[config.mk]
export PLATFORM = sky130hd
export DESIGN_NAME = spi_byte_xcvr
export DESIGN_NICKNAME = d
export VERILOG_FILES = /design/src/rtl/spi_xcvr_pkg.sv /design/src/rtl/spi_step_counter.sv /design/src/rtl/spi_shift_reg.sv /design/src/rtl/spi_select_reg.sv /design/src/rtl/spi_byte_xcvr.sv
export SDC_FILE = /design/constraint.sdc
export NUM_CORES = 1
export LEC_CHECK = 0
export BUFFER_PORTS_ARGS = -buffer_cell sky130_fd_sc_hd__clkbuf_2
export CORE_MARGIN = 3
export CORE_UTILIZATION = 48
export DETAILED_ROUTE_END_ITERATION = 7
export PLACE_DENSITY = 0.82
export SLEW_MARGIN = 20
export SYNTH_ARGS = -nofsm -noshare
export SYNTH_HDL_FRONTEND = slang
export SYNTH_HIERARCHICAL = 1
export SYNTH_SLANG_ARGS = --single-unit
[constraint.sdc]
create_clock -name clk -period 3.2 [get_ports clk]
set_clock_uncertainty 0.05 [all_clocks]
set_input_delay 0.64 -clock clk [delete_from_list [all_inputs] [get_ports clk]]
set_output_delay 0.64 -clock clk [all_outputs]
set_load 0.02 [all_outputs]
[src/rtl/spi_xcvr_pkg.sv]
package spi_xcvr_pkg;

    localparam int XCVR_WORD_W = 16;
    localparam int XCVR_DATA_W = 8;

    typedef enum logic [1:0] {
        CMD_IDLE    = 2'd0,
        CMD_START   = 2'd1,
        CMD_RELEASE = 2'd2
    } wr_cmd_e;

    function automatic wr_cmd_e decode_cmd(input logic strobe, input logic release_flag);
        if (!strobe)
            return CMD_IDLE;
        else if (release_flag)
            return CMD_RELEASE;
        else
            return CMD_START;
    endfunction

endpackage

[src/rtl/spi_step_counter.sv]
module spi_step_counter #(
    parameter int STEPS = 16
) (
    input  logic clk,
    input  logic rst,
    input  logic restart,
    output logic busy,
    output logic sck
);
    localparam int CNT_W = $clog2(STEPS + 1);
    localparam logic [CNT_W-1:0] LAST = CNT_W'(STEPS);

    logic [CNT_W-1:0] step_q;

    always_ff @(posedge clk) begin
        if (rst)
            step_q <= '0;
        else if (restart)
            step_q <= CNT_W'(1);
        else if (step_q == LAST)
            step_q <= '0;
        else if (step_q != '0)
            step_q <= step_q + CNT_W'(1);
    end

    assign busy = (step_q != '0);
    assign sck  = busy & ~step_q[0];


    restart_begins_chk: assert property (@(posedge clk) disable iff (rst)
        restart |=> (busy && !sck));


    busy_ends_chk: assert property (@(posedge clk) disable iff (rst)
        (step_q == LAST && !restart) |=> !busy);


    sck_single_cycle_chk: assert property (@(posedge clk) disable iff (rst)
        sck |=> !sck);

endmodule

[src/rtl/spi_shift_reg.sv]
module spi_shift_reg #(
    parameter int DATA_W = 8
) (
    input  logic              clk,
    input  logic              rst,
    input  logic              load,
    input  logic [DATA_W-1:0] din,
    input  logic              shift_en,
    input  logic              miso,
    output logic [DATA_W-1:0] q
);
    logic miso_q;

    always_ff @(posedge clk) begin
        if (rst)
            miso_q <= 1'b0;
        else
            miso_q <= miso;
    end

    always_ff @(posedge clk) begin
        if (rst)
            q <= '0;
        else if (load)
            q <= din;
        else if (shift_en)
            q <= {q[DATA_W-2:0], miso_q};
    end


    load_takes_byte_chk: assert property (@(posedge clk) disable iff (rst)
        load |=> (q == $past(din)));


    shift_inserts_chk: assert property (@(posedge clk) disable iff (rst)
        (!load && shift_en) |=> (q[0] == $past(miso_q)) && (q[DATA_W-1:1] == $past(q[DATA_W-2:0])));


    hold_when_sck_low_chk: assert property (@(posedge clk) disable iff (rst)
        (!load && !shift_en) |=> $stable(q));

endmodule

[src/rtl/spi_select_reg.sv]
module spi_select_reg (
    input  logic clk,
    input  logic rst,
    input  logic load,
    input  logic release_flag,
    output logic cs_n
);
    always_ff @(posedge clk) begin
        if (rst)
            cs_n <= 1'b1;
        else if (load)
            cs_n <= release_flag;
    end


    select_follows_write_chk: assert property (@(posedge clk) disable iff (rst)
        load |=> (cs_n == $past(release_flag)));


    select_sticky_chk: assert property (@(posedge clk) disable iff (rst)
        !load |=> $stable(cs_n));

endmodule

[src/rtl/spi_byte_xcvr.sv]
module spi_byte_xcvr
    import spi_xcvr_pkg::*;
#(
    parameter int WORD_W = XCVR_WORD_W,
    parameter int DATA_W = XCVR_DATA_W
) (
    input  logic              clk,
    input  logic              rst,
    input  logic              load,
    input  logic [WORD_W-1:0] wr_data,
    output logic [WORD_W-1:0] rd_data,
    output logic              spi_cs_n,
    output logic              spi_mosi,
    output logic              spi_sck,
    input  logic              spi_miso
);
    localparam int SEL_BIT = DATA_W;
    localparam int STEPS   = 2 * DATA_W;
    localparam int PAD_W   = WORD_W - 1 - DATA_W;

    wr_cmd_e           cmd;
    logic              busy;
    logic [DATA_W-1:0] shreg;

    assign cmd = decode_cmd(load, wr_data[SEL_BIT]);

    spi_step_counter #(.STEPS(STEPS)) u_steps (
        .clk     (clk),
        .rst     (rst),
        .restart (cmd == CMD_START),
        .busy    (busy),
        .sck     (spi_sck)
    );

    spi_shift_reg #(.DATA_W(DATA_W)) u_shift (
        .clk      (clk),
        .rst      (rst),
        .load     (load),
        .din      (wr_data[DATA_W-1:0]),
        .shift_en (spi_sck),
        .miso     (spi_miso),
        .q        (shreg)
    );

    spi_select_reg u_select (
        .clk          (clk),
        .rst          (rst),
        .load         (load),
        .release_flag (wr_data[SEL_BIT]),
        .cs_n         (spi_cs_n)
    );

    assign spi_mosi = shreg[DATA_W-1];
    assign rd_data  = {busy, {PAD_W{1'b0}}, shreg};


    release_no_start_chk: assert property (@(posedge clk) disable iff (rst)
        (cmd == CMD_RELEASE && !busy) |=> (!busy && !spi_sck));


    restart_while_busy_chk: assert property (@(posedge clk) disable iff (rst)
        (cmd == CMD_START && busy) |=> (rd_data[WORD_W-1] && !spi_sck && spi_mosi == $past(wr_data[DATA_W-1])));

endmodule

# Yosys cells after proc, flatten, opt, wreduce, memory -nomap -nowiden

Index checks and enable logic that the tools add are counted.

Memories kept: 0
Bits in latches: 0
ROM bits: 0
Memory bits (writable): 0
Bits in registers: 15

$mul: 0
Muxes and demuxes: 7
Order comparisons: 0
Bitwise logic cells: 2
Shifts and indexed selects: 0
Div/mod/pow operators: 0
Equal/unequal tests: 2
Reduce and logical (&&, ||, !) cells: 4
Add/sub/neg operators: 1

Operators by type and width:

| cell                  | number |
|---|---|
| $mux W8               | 2 |
| $add A5 B1 Y5 const B | 1 |
| $eq A5 B5 Y1 const B  | 1 |
| $reduce_bool A5 Y1    | 1 |
| $mux W2               | 2 |
| $mux W1               | 3 |
| $reduce_bool A3 Y1    | 1 |
| $reduce_or A3 Y1      | 1 |
| $eq A2 B1 Y1 const B  | 1 |
| $reduce_bool A2 Y1    | 1 |
| $and A1 B1 Y1         | 1 |
| $not A1 Y1            | 1 |

# Logic depth before layout (Yosys ltp)

Gate-level depths: netlist (run 1).

Word-level depth: 4
Depth in mapped cells: 7
Depth with buffers taken out: 6

# Hierarchy

The synthesis (run 1) kept the hierarchy.

By module, submodules not included:

| module           | area each (um^2) | times used | cells each | seq. area each (um^2) |
|---|---|---|---|---|
| spi_shift_reg    | 395.4            | 1          | 37         | 180.2 |
| spi_step_counter | 304.0            | 1          | 30         | 100.1 |
| spi_byte_xcvr    | 85.1             | 1          | 11         | 0.0 |
| spi_select_reg   | 35.0             | 1          | 3          | 20.0 |

# Worst setup path before layout (run 1)

OpenSTA, ideal clock, no wires.

Kind: reg2out
Start: reg u_steps.step_q[0]
End: out spi_sck
Required time: 2510 ps
Cell stages (with the launch flop): 5
Setup slack: 1364 ps
Path buffers: 0
Data arrival time: 1146 ps
Cell sequence: dfxtp_1 > inv_1 > ha_1 > nor4b_4 > nor2_1

Word-level cells in the longest chain between the ends: 2
Elaborated cells between the ends (all ways): 3
Those cells by class: bitwise (2); reduce/logical (1)

Ends and longest elaborated chain:

| item                                             | RTL line                                       | source |
|---|---|---|
| start: declaration                               | spi_step_counter.sv:13                         | `logic [CNT_W-1:0] step_q;` |
| start signal: assignment                         | spi_step_counter.sv:23                         | `step_q <= step_q + CNT_W'(1);` |
| $reduce_bool A5 Y1 or $not A1 Y1 (tied branches) | spi_step_counter.sv:26, spi_step_counter.sv:27 |  |
| $and A1 B1 Y1 *                                  | spi_step_counter.sv:27                         | `assign sck = busy & ~step_q[0];` |
| end: declaration                                 | spi_byte_xcvr.sv:14                            | `output logic spi_sck,` |

Mark *: on every way between the ends. The rest lies on a longest branch, timed or not.

# Worst setup path in the final report (run 1)

Ends and elaborated chain as after synthesis.

==> results of run 1 <==
state kept, by name, summed over array words and instances (netlist names):
name / count
u_select/cs_n: 1
u_shift/miso_q: 1
u_shift/q: 8
u_steps/step_q: 5
power breakdown:
| group | switching, mW | leakage, nW | internal [mW] |
|---|---|---|---|
| combinational | 0.0804 | 0.293 | 0.0616 |
| sequential | 0.0113 | 0.124 | 0.201 |
| clock | 0.0605 | 0.0150 | 0.0485 |
layout make-up:
cell class,count,area share [%]
Multi-Input combinational cell,57,47.6
Sequential cell,15,32.2
Timing Repair Buffer,25,13.7
Clock buffer,4,2.82
Tap cell,16,2.14
Inverter,4,1.61
kinds of logic (layout without fill, tap and decap cells):
group / Yosys count / in the layout / synth area share [%]
flops: 15 / 15 / 36.6
compound gates: 11 / 11 / 10.5
other cells: 1 / 7 / 0.458
buf+inv: 15 / 33 / 11.9
xor+xnor: 2 / 2 / 2.14
mux: 10 / 10 / 12.2
fa+ha+maj: 2 / 2 / 3.05
simple gates: 25 / 25 / 23.1
stage by stage:
step / total power, mW / utilization, %
after floorplan: 0.334 / -
after global placement: 0.354 / 58.2
after detailed placement: 0.359 / 58.2
after CTS: 0.468 / 59.9
after global routing: 0.489 / 59.9
final: 0.463 / 59.9
final timing paths:
check | slack [ns] | cells past startpoint | startpoint | endpoint
setup / recovery | 0.83 | 6 | u_steps/step_q[0]$_SDFFE_PP0P_ | spi_sck
hold / removal | 0.51 | 2 | spi_miso | u_shift/miso_q$_SDFF_PP0_
setup reg to reg | 1.48 | 7 | u_steps/step_q[0]$_SDFFE_PP0P_ | u_shift/q[0]$_SDFFE_PP0P_
hold reg to reg | 0.52 | 2 | u_shift/q[7]$_SDFFE_PP0P_ | u_shift/q[7]$_SDFFE_PP0P_
cells in the final DEF, fill, tap and decap left out, drive strengths merged, types with 2 or more instances in the layout:
cell type  netlist  final
conb             1      7
inv              4      4
nand2            2      2
nor3             3      3
ha               2      2
clkbuf           1     28
nor2b           12     12
nor2             2      2
a211oi           9      9
nor4             2      2
dfxtp           15     15
mux2i           10     10
routing by layer:
| metal | routed length (um) | track usage (%) | up-vias | part of all wire (%) |
|---|---|---|---|---|
| li1 | - | - | 315 | - |
| met1 | 619 | 16.7 | 298 | 40 |
| met2 | 823 | 25.7 | 28 | 53 |
| met3 | 88 | 1.53 | 2 | 5.7 |
| met4 | 19 | 8.29 | 0 | 1.2 |
| met5 | 0 | 0 | - | 0 |
==> out/metrics.cfg, run 1 <==
[die]
ios=39
dieArea_sq_um=2240
die_w_um=47.3
die_h_um=47.3
core_sq_um=1560
initial_core_util_pct=52.6
num_rows=14

[yosys]
synthArstFlopShare_pct=0
synth.most_common_cell=dfxtp_1
syn_avg_cell_area_sq_um=10.1
synth_top_area_share_pct=36.6
syn_inst=81
synth_edf_count=0
synth_flop_cell=dfxtp_1
yosys_warnings=6
ys_seq_area_share_pct=36.6
yosys.area.top_type=dfxtp_1
synthesis.area_sq_um=820
netlist_top_cells_area=dfxtp_1 37%, mux2i_1 12%, nor2b_1 8.4%
yosysUniqueCellTypes=26
yosys-top-cells-count=15 x dfxtp_1, 11 x nor2b_1, 10 x mux2i_1, 9 x buf_4, 8 x a211oi_1
synth_seq_cells=15

[global_route]
grt_max_degree=16
gr-total-overflow=0
grt.total_usage_pct=14.5
grt_pass1_vias=547
antenna_found_initial=0
grt_pass1_wl_mm=2.30

[min_path]
hold_class=input pin to flip-flop

[status]
status=finished clean

[setup_path]
cp_cell_sequence=inv_1 -> ha_1 -> nor4b_4 -> nor2_1 -> buf_4 -> clkbuf_2
slowest_stage=dfxtp_1
crit_fanout=9
crit_type=flip-flop to primary output
end_kind=primary output
cp_data_required_time_ns=2.51
cp_top_family=buffers and inverters
crit_arrival_ns=1.68
path_buf_inv=3
cp-start-kind=flip-flop
slowest_delay_ns=0.41

[drt]
drt-initial-drc-count=16
via_per_inst=5.31
dr.pass1.iters=4
wl_per_cell_um=12.8
vias=643
final_antenna_net_count=0
route.detailed.drc=0
postRouteWirelength_mm=1.55

[clock_network]
clkSlewWorstSetupHoldPaths_ns=0.09
clk_latency_ns=0.29
cts.path.max_buffers=2
cts_buffers=3
cts_resized=0
post_cts_buffers=0
clockRootBuffer=clkbuf_4
ctsHoldBuffers=0
cts_tree=yes
htreeDepth=1
cts_sinks=15

[final_layout]
diodes=0
final_area_sq_um=933
multi_input_area_sq_um=444
area_growth_pct=13.9
nets=128
drive_above_1_share_pct=33.3
num-fill-cells=148
seqCellArea_sq_um=300
fin_cells=121

[place]
io_buffers=24
placed_area_sq_um=907
dpl_worst_slack_ns=1.16
gp_congestion=0.701
dp_hpwl_mm=1.19
place_inst=117

[pwr]
worst_ir_drop_vdd_mv=0.195
p_leak_nw=0.432
power_density_nw_per_um2=496

[timing]
fin_crit_ns=2.37
fin_setup_tns_ns=0
finalCritPeriodShare_pct=73.9
hold_violations=0
rsz0062_at_grt=false
slew_viol_final=0
setup_viol=0
fmax_ghz=0.423
finalWorstSetupSlack_ns=0.834
whs_ns=0.511

[flow_run]
cap_violations=0

(Power assumes the default switching activity.)
==> run 2, diff against run 1 <==
--- a/config.mk
+++ b/config.mk
@@ -7,9 +7,9 @@
 export LEC_CHECK = 0
 export BUFFER_PORTS_ARGS = -buffer_cell sky130_fd_sc_hd__clkbuf_2
 export CORE_MARGIN = 3
-export CORE_UTILIZATION = 48
+export CORE_UTILIZATION = 44
 export DETAILED_ROUTE_END_ITERATION = 7
-export PLACE_DENSITY = 0.82
+export PLACE_DENSITY = 0.77
 export SLEW_MARGIN = 20
 export SYNTH_ARGS = -nofsm -noshare
 export SYNTH_HDL_FRONTEND = slang
==> constraint.sdc (replaced) <==
create_clock -name clk -period 2.2 [get_ports clk]
set_clock_uncertainty 0.05 [all_clocks]
set_input_delay 0.44 -clock clk [delete_from_list [all_inputs] [get_ports clk]]
set_output_delay 0.44 -clock clk [all_outputs]
set_load 0.02 [all_outputs]
==> run 2 against run 1 <==
Via count is 2.8% lower. Setup slack worse by 0.64 ns. Die area is 7.9% higher. Combinational power grew 46%. Worst hold slack got worse by 0.21 ns. Global-route usage fell by 0.94 points. Non-clock buffer count stayed put. Critical path type unchanged. Sequential share of layout area is 0.38 points lower. Routed wire length up 0.52%. Critical path depth shrank 1. Final cell count is 6.6% higher. Sequential power up 46%. Highest routed layer unchanged.
==> out/metrics.cfg, run 2 (synthesis results as in run 1) <==
[clock_network]
cts_tree=yes
cts_buffers=3
cts.path.max_buffers=2
clkSlewWorstSetupHoldPaths_ns=0.10
ctsHoldBuffers=0
clockRootBuffer=clkbuf_4
post_cts_buffers=0
cts_resized=0
cts_sinks=15
htreeDepth=1
clk_latency_ns=0.29

[status]
status=finished clean

[final_layout]
nets=128
drive_above_1_share_pct=34.3
largest_reg_flops=8
final_common_cell=clkbuf_2
area_growth_pct=15.3
diodes=0
reg.largest.list=u_shift/q x8, u_steps/step_q x5
fin_cells=129
top_register=u_shift/q
most-common-layout-cells=24 x clkbuf_2, 15 x dfxtp_1, 11 x nor2b_1

[setup_path]
ff2ff_path_depth=7
slowest_stage=dfxtp_1
reg2reg_from=u_steps/step_q[0]$_SDFFE_PP0P_
cp_cell_sequence=inv_1 -> ha_1 -> nor4b_4 -> nor2_1 -> clkbuf_2
cp-start-kind=flip-flop
crit_arrival_ns=1.52
end_kind=primary output
crit_start=u_steps/step_q[0]$_SDFFE_PP0P_
crit_type=flip-flop to primary output
cp_data_required_time_ns=1.71
slowest_delay_ns=0.42
crit_fanout=5

[global_route]
grt_max_degree=16
antenna_found_initial=0
grt_pass1_vias=584
gr-total-overflow=0
grt_pass1_wl_mm=2.58
grt.total_usage_pct=13.6

[timing]
fmax_ghz=0.498
slew_viol_final=0
setup_viol=0
fin_crit_ns=2.01
finalCritPeriodShare_pct=91.3
hold_violations=0
whs_ns=0.303
fin_setup_tns_ns=0
rsz0062_at_grt=false

[flow_run]
cap_violations=0

[drt]
dr.pass1.iters=4
vias=625
via_per_inst=4.84
postRouteWirelength_mm=1.56
drt-initial-drc-count=2
wl_per_cell_um=12.1
route.detailed.drc=0
final_antenna_net_count=0

[pwr]
netSwitchingPower_mw=0.233
worst_ir_drop_vdd_mv=0.470
intPower_mw=0.449
power_density_nw_per_um2=723
p_seq_share_pct=45.2
switching_share_pct=34.2
pwr-share-comb_pct=30.3
p_leak_nw=0.435
p_clk_share_pct=24.5

[place]
io_buffers=24
place_inst=125
dp_hpwl_mm=1.17
gp_congestion=0.693

[min_path]
hold_class=input pin to flip-flop
holdCritStartpoint=spi_miso
hold_depth=2

[die]
die_h_um=49.2
num_rows=14
ios=39
core_sq_um=1630
dieArea_sq_um=2420
initial_core_util_pct=50.3
die_w_um=49.2

## run 2: cell types whose count changed in the layout (fill, tap and decap cells not counted), sizes merged
cell    previous run  this run
clkbuf            28        27
clkinv             0         1
## run 2: path summary, 6_finish.rpt
kind                                    end  slack [ns]
hold reg to reg   u_shift/q[0]$_SDFFE_PP0P_        0.51
setup / recovery                    spi_sck        0.19
setup reg to reg  u_shift/q[5]$_SDFFE_PP0P_        0.45
hold / removal    u_shift/miso_q$_SDFF_PP0_        0.30
## run 2: final cells by class
cell class | count | area [sq um]
fill | 173 | 684
multi-input combinational | 57 | 444
sequential | 15 | 300
timing repair buffer | 25 | 128
tap | 24 | 30.0
clock buffer | 3 | 22.5
inverter | 4 | 15.0
clock inverter | 1 | 5.00
## run 2: metal layers
| metal | global-route usage [%] | up-vias | wire length, um |
|---|---|---|---|
| met3 | 2.75 | 2 | 98 |
| met2 | 23.4 | 20 | 768 |
| met4 | 7.11 | 0 | 24 |
| met1 | 15.6 | 288 | 667 |
| li1 | - | 315 | - |
| met5 | 0 | - | 0 |
## run 2: critical path, delay by kind of cell, from the launching register on
kind	cells	cell delay, ns
DFF	1	0.42
adders and majority gates	1	0.24
and+or+nand+nor	2	0.29
buffers and inverters	2	0.28
## run 2: metrics by stage
| step | utilization, % | area (sq um) | power (mW) | worst slack, ns |
|---|---|---|---|---|
| 2_1_floorplan | - | 842 | 0.486 | 0.411 |
| 3_3_place_gp | 56.3 | 917 | 0.517 | 0.515 |
| 3_5_place_dp | 56.3 | 917 | 0.523 | 0.464 |
| 4_1_cts | 58.0 | 945 | 0.690 | 0.182 |
| 5_1_grt | 58.0 | 945 | 0.721 | 0.0909 |
| 6_report | 58.0 | 945 | 0.683 | 0.191 |
## run 2: power by group through the flow
stage	logic, mW	clock network, mW	registers (mW)
after floorplan	0.157	0	0.329
after global placement	0.203	0	0.314
after detailed placement	0.208	0	0.315
after CTS	0.209	0.173	0.309
after global routing	0.224	0.185	0.312
final	0.207	0.167	0.309
==> run 3, diff against run 2 <==
--- a/config.mk
+++ b/config.mk
@@ -7,9 +7,9 @@
 export LEC_CHECK = 0
 export BUFFER_PORTS_ARGS = -buffer_cell sky130_fd_sc_hd__clkbuf_2
 export CORE_MARGIN = 3
-export CORE_UTILIZATION = 44
+export CORE_UTILIZATION = 35
 export DETAILED_ROUTE_END_ITERATION = 7
-export PLACE_DENSITY = 0.77
+export RECOVER_POWER = 100
 export SLEW_MARGIN = 20
 export SYNTH_ARGS = -nofsm -noshare
 export SYNTH_HDL_FRONTEND = slang
==> run 3 against run 2 <==
Sequential share of layout area is 0.91 points higher. Design area is 2.8% lower. Clock power is 9.6% lower. Critical path depth stayed put. Critical path type unchanged. Critical endpoint unchanged.
==> out/metrics.cfg, run 3 (synthesis results as in run 1) <==
[pwr]
pwr-share-comb_pct=29.5
worst_ir_drop_vdd_mv=0.348
p_leak_nw=0.388
power_density_nw_per_um2=709
p_clk_share_pct=23.2
p_seq_share_pct=47.3
switching_share_pct=32.5
intPower_mw=0.440
netSwitchingPower_mw=0.212

[clock_network]
cts_tree=yes
clkSlewWorstSetupHoldPaths_ns=0.08
clk_latency_ns=0.27
cts_resized=0
cts_buffers=3
ctsHoldBuffers=0
clockRootBuffer=clkbuf_4
cts.path.max_buffers=2
htreeDepth=1
post_cts_buffers=0
cts_sinks=15

[drt]
dr.pass1.iters=4
via_per_inst=4.68
vias=618
drt-initial-drc-count=2
wl_per_cell_um=11.0
route.detailed.drc=0
postRouteWirelength_mm=1.45
final_antenna_net_count=0

[die]
num_rows=16
core_sq_um=2080
die_h_um=54.4
initial_core_util_pct=39.4
dieArea_sq_um=2960
ios=39
die_w_um=54.4

[timing]
fin_setup_tns_ns=0
slew_viol_final=0
fmax_ghz=0.508
finalCritPeriodShare_pct=89.4
hold_violations=0
whs_ns=0.328
fin_crit_ns=1.97
setup_viol=0
rsz0062_at_grt=false
finalWorstSetupSlack_ns=0.233
tightest_slew_ns=0.706
max_slew_margin_pct=52.9

[global_route]
grt_pass1_vias=558
grt.total_usage_pct=11.5
grt_max_degree=16
antenna_found_initial=0
grt_pass1_wl_mm=2.43
gr-total-overflow=0

[final_layout]
fin_cells=132
drive_above_1_share_pct=21.0
largest_reg_flops=8
multi_input_area_sq_um=433
post-route-util_pct=44.1
seqCellArea_sq_um=300
final_common_cell=dfxtp_1
top_register=u_shift/q
num-fill-cells=234
diodes=0
nets=128
most-common-layout-cells=15 x dfxtp_1, 13 x clkbuf_1, 13 x clkbuf_2
reg.largest.list=u_shift/q x8, u_steps/step_q x5
area_growth_pct=12.1

[setup_path]
crit_type=flip-flop to primary output
crit_fanout=5
crit_arrival_ns=1.48
cp_data_required_time_ns=1.71
cp-start-kind=flip-flop
end_kind=primary output

[flow_run]
cap_violations=0

[min_path]
hold_class=input pin to flip-flop

[status]
status=finished clean

[place]
io_buffers=24
dp_hpwl_mm=1.14
place_inst=128
dpl_worst_slack_ns=0.454
gp_congestion=0.740

run 3: cell count changes in the layout (fill, tap and decap cells not counted), sizes merged:
cell and delta:
clkinv -1, clkbuf +2, buf -1
run 3: layout make-up:
class / instances / share of cell area, %
well taps: 27 / 3.68
multi-input cells: 57 / 47.1
repair buffers: 25 / 12.0
clock buffers: 4 / 2.86
inverters: 4 / 1.63
flip-flops and latches: 15 / 32.7
run 3: worst max-delay path, cell delays in order (launching register included):
cell      delay (ns)
dfxtp_1         0.41
inv_1           0.09
ha_1            0.23
nor4b_4         0.15
nor2_1          0.14
clkbuf_2        0.19
run 3: power groups by stage:
stage               registers (mW)  logic [mW]  clock network (mW)
CTS                          0.309       0.207               0.156
global placement             0.314       0.205                   0
global route                 0.312       0.213               0.173
detailed placement           0.315       0.206                   0
finish                       0.308       0.192               0.151
floorplan                    0.329       0.157                   0
run 3: routing by layer:
layer	track usage [%]	share of wire, %
met5	0	0
met3	4.90	7.1
met4	3.73	0.69
met2	19.1	47
met1	13.1	45
run 3: path summary, 6_finish.rpt:
kind / from / end / slack (ns) / cells past startpoint
worst max-delay path: u_steps/step_q[0]$_SDFFE_PP0P_ / spi_sck / 0.23 / 5
worst min-delay path: spi_miso / u_shift/miso_q$_SDFF_PP0_ / 0.33 / 2
worst max register to register: u_steps/step_q[0]$_SDFFE_PP0P_ / u_shift/q[1]$_SDFFE_PP0P_ / 0.39 / 7
worst min register to register: u_shift/miso_q$_SDFF_PP0_ / u_shift/q[0]$_SDFFE_PP0P_ / 0.50 / 2
run 3: stage by stage:
stage                     instance area, sq um  total power [mW]
after global placement                     921             0.519
after detailed placement                   921             0.521
after global routing                       918             0.699
final                                      918             0.651
after CTS                                  947             0.673
after floorplan                            842             0.486
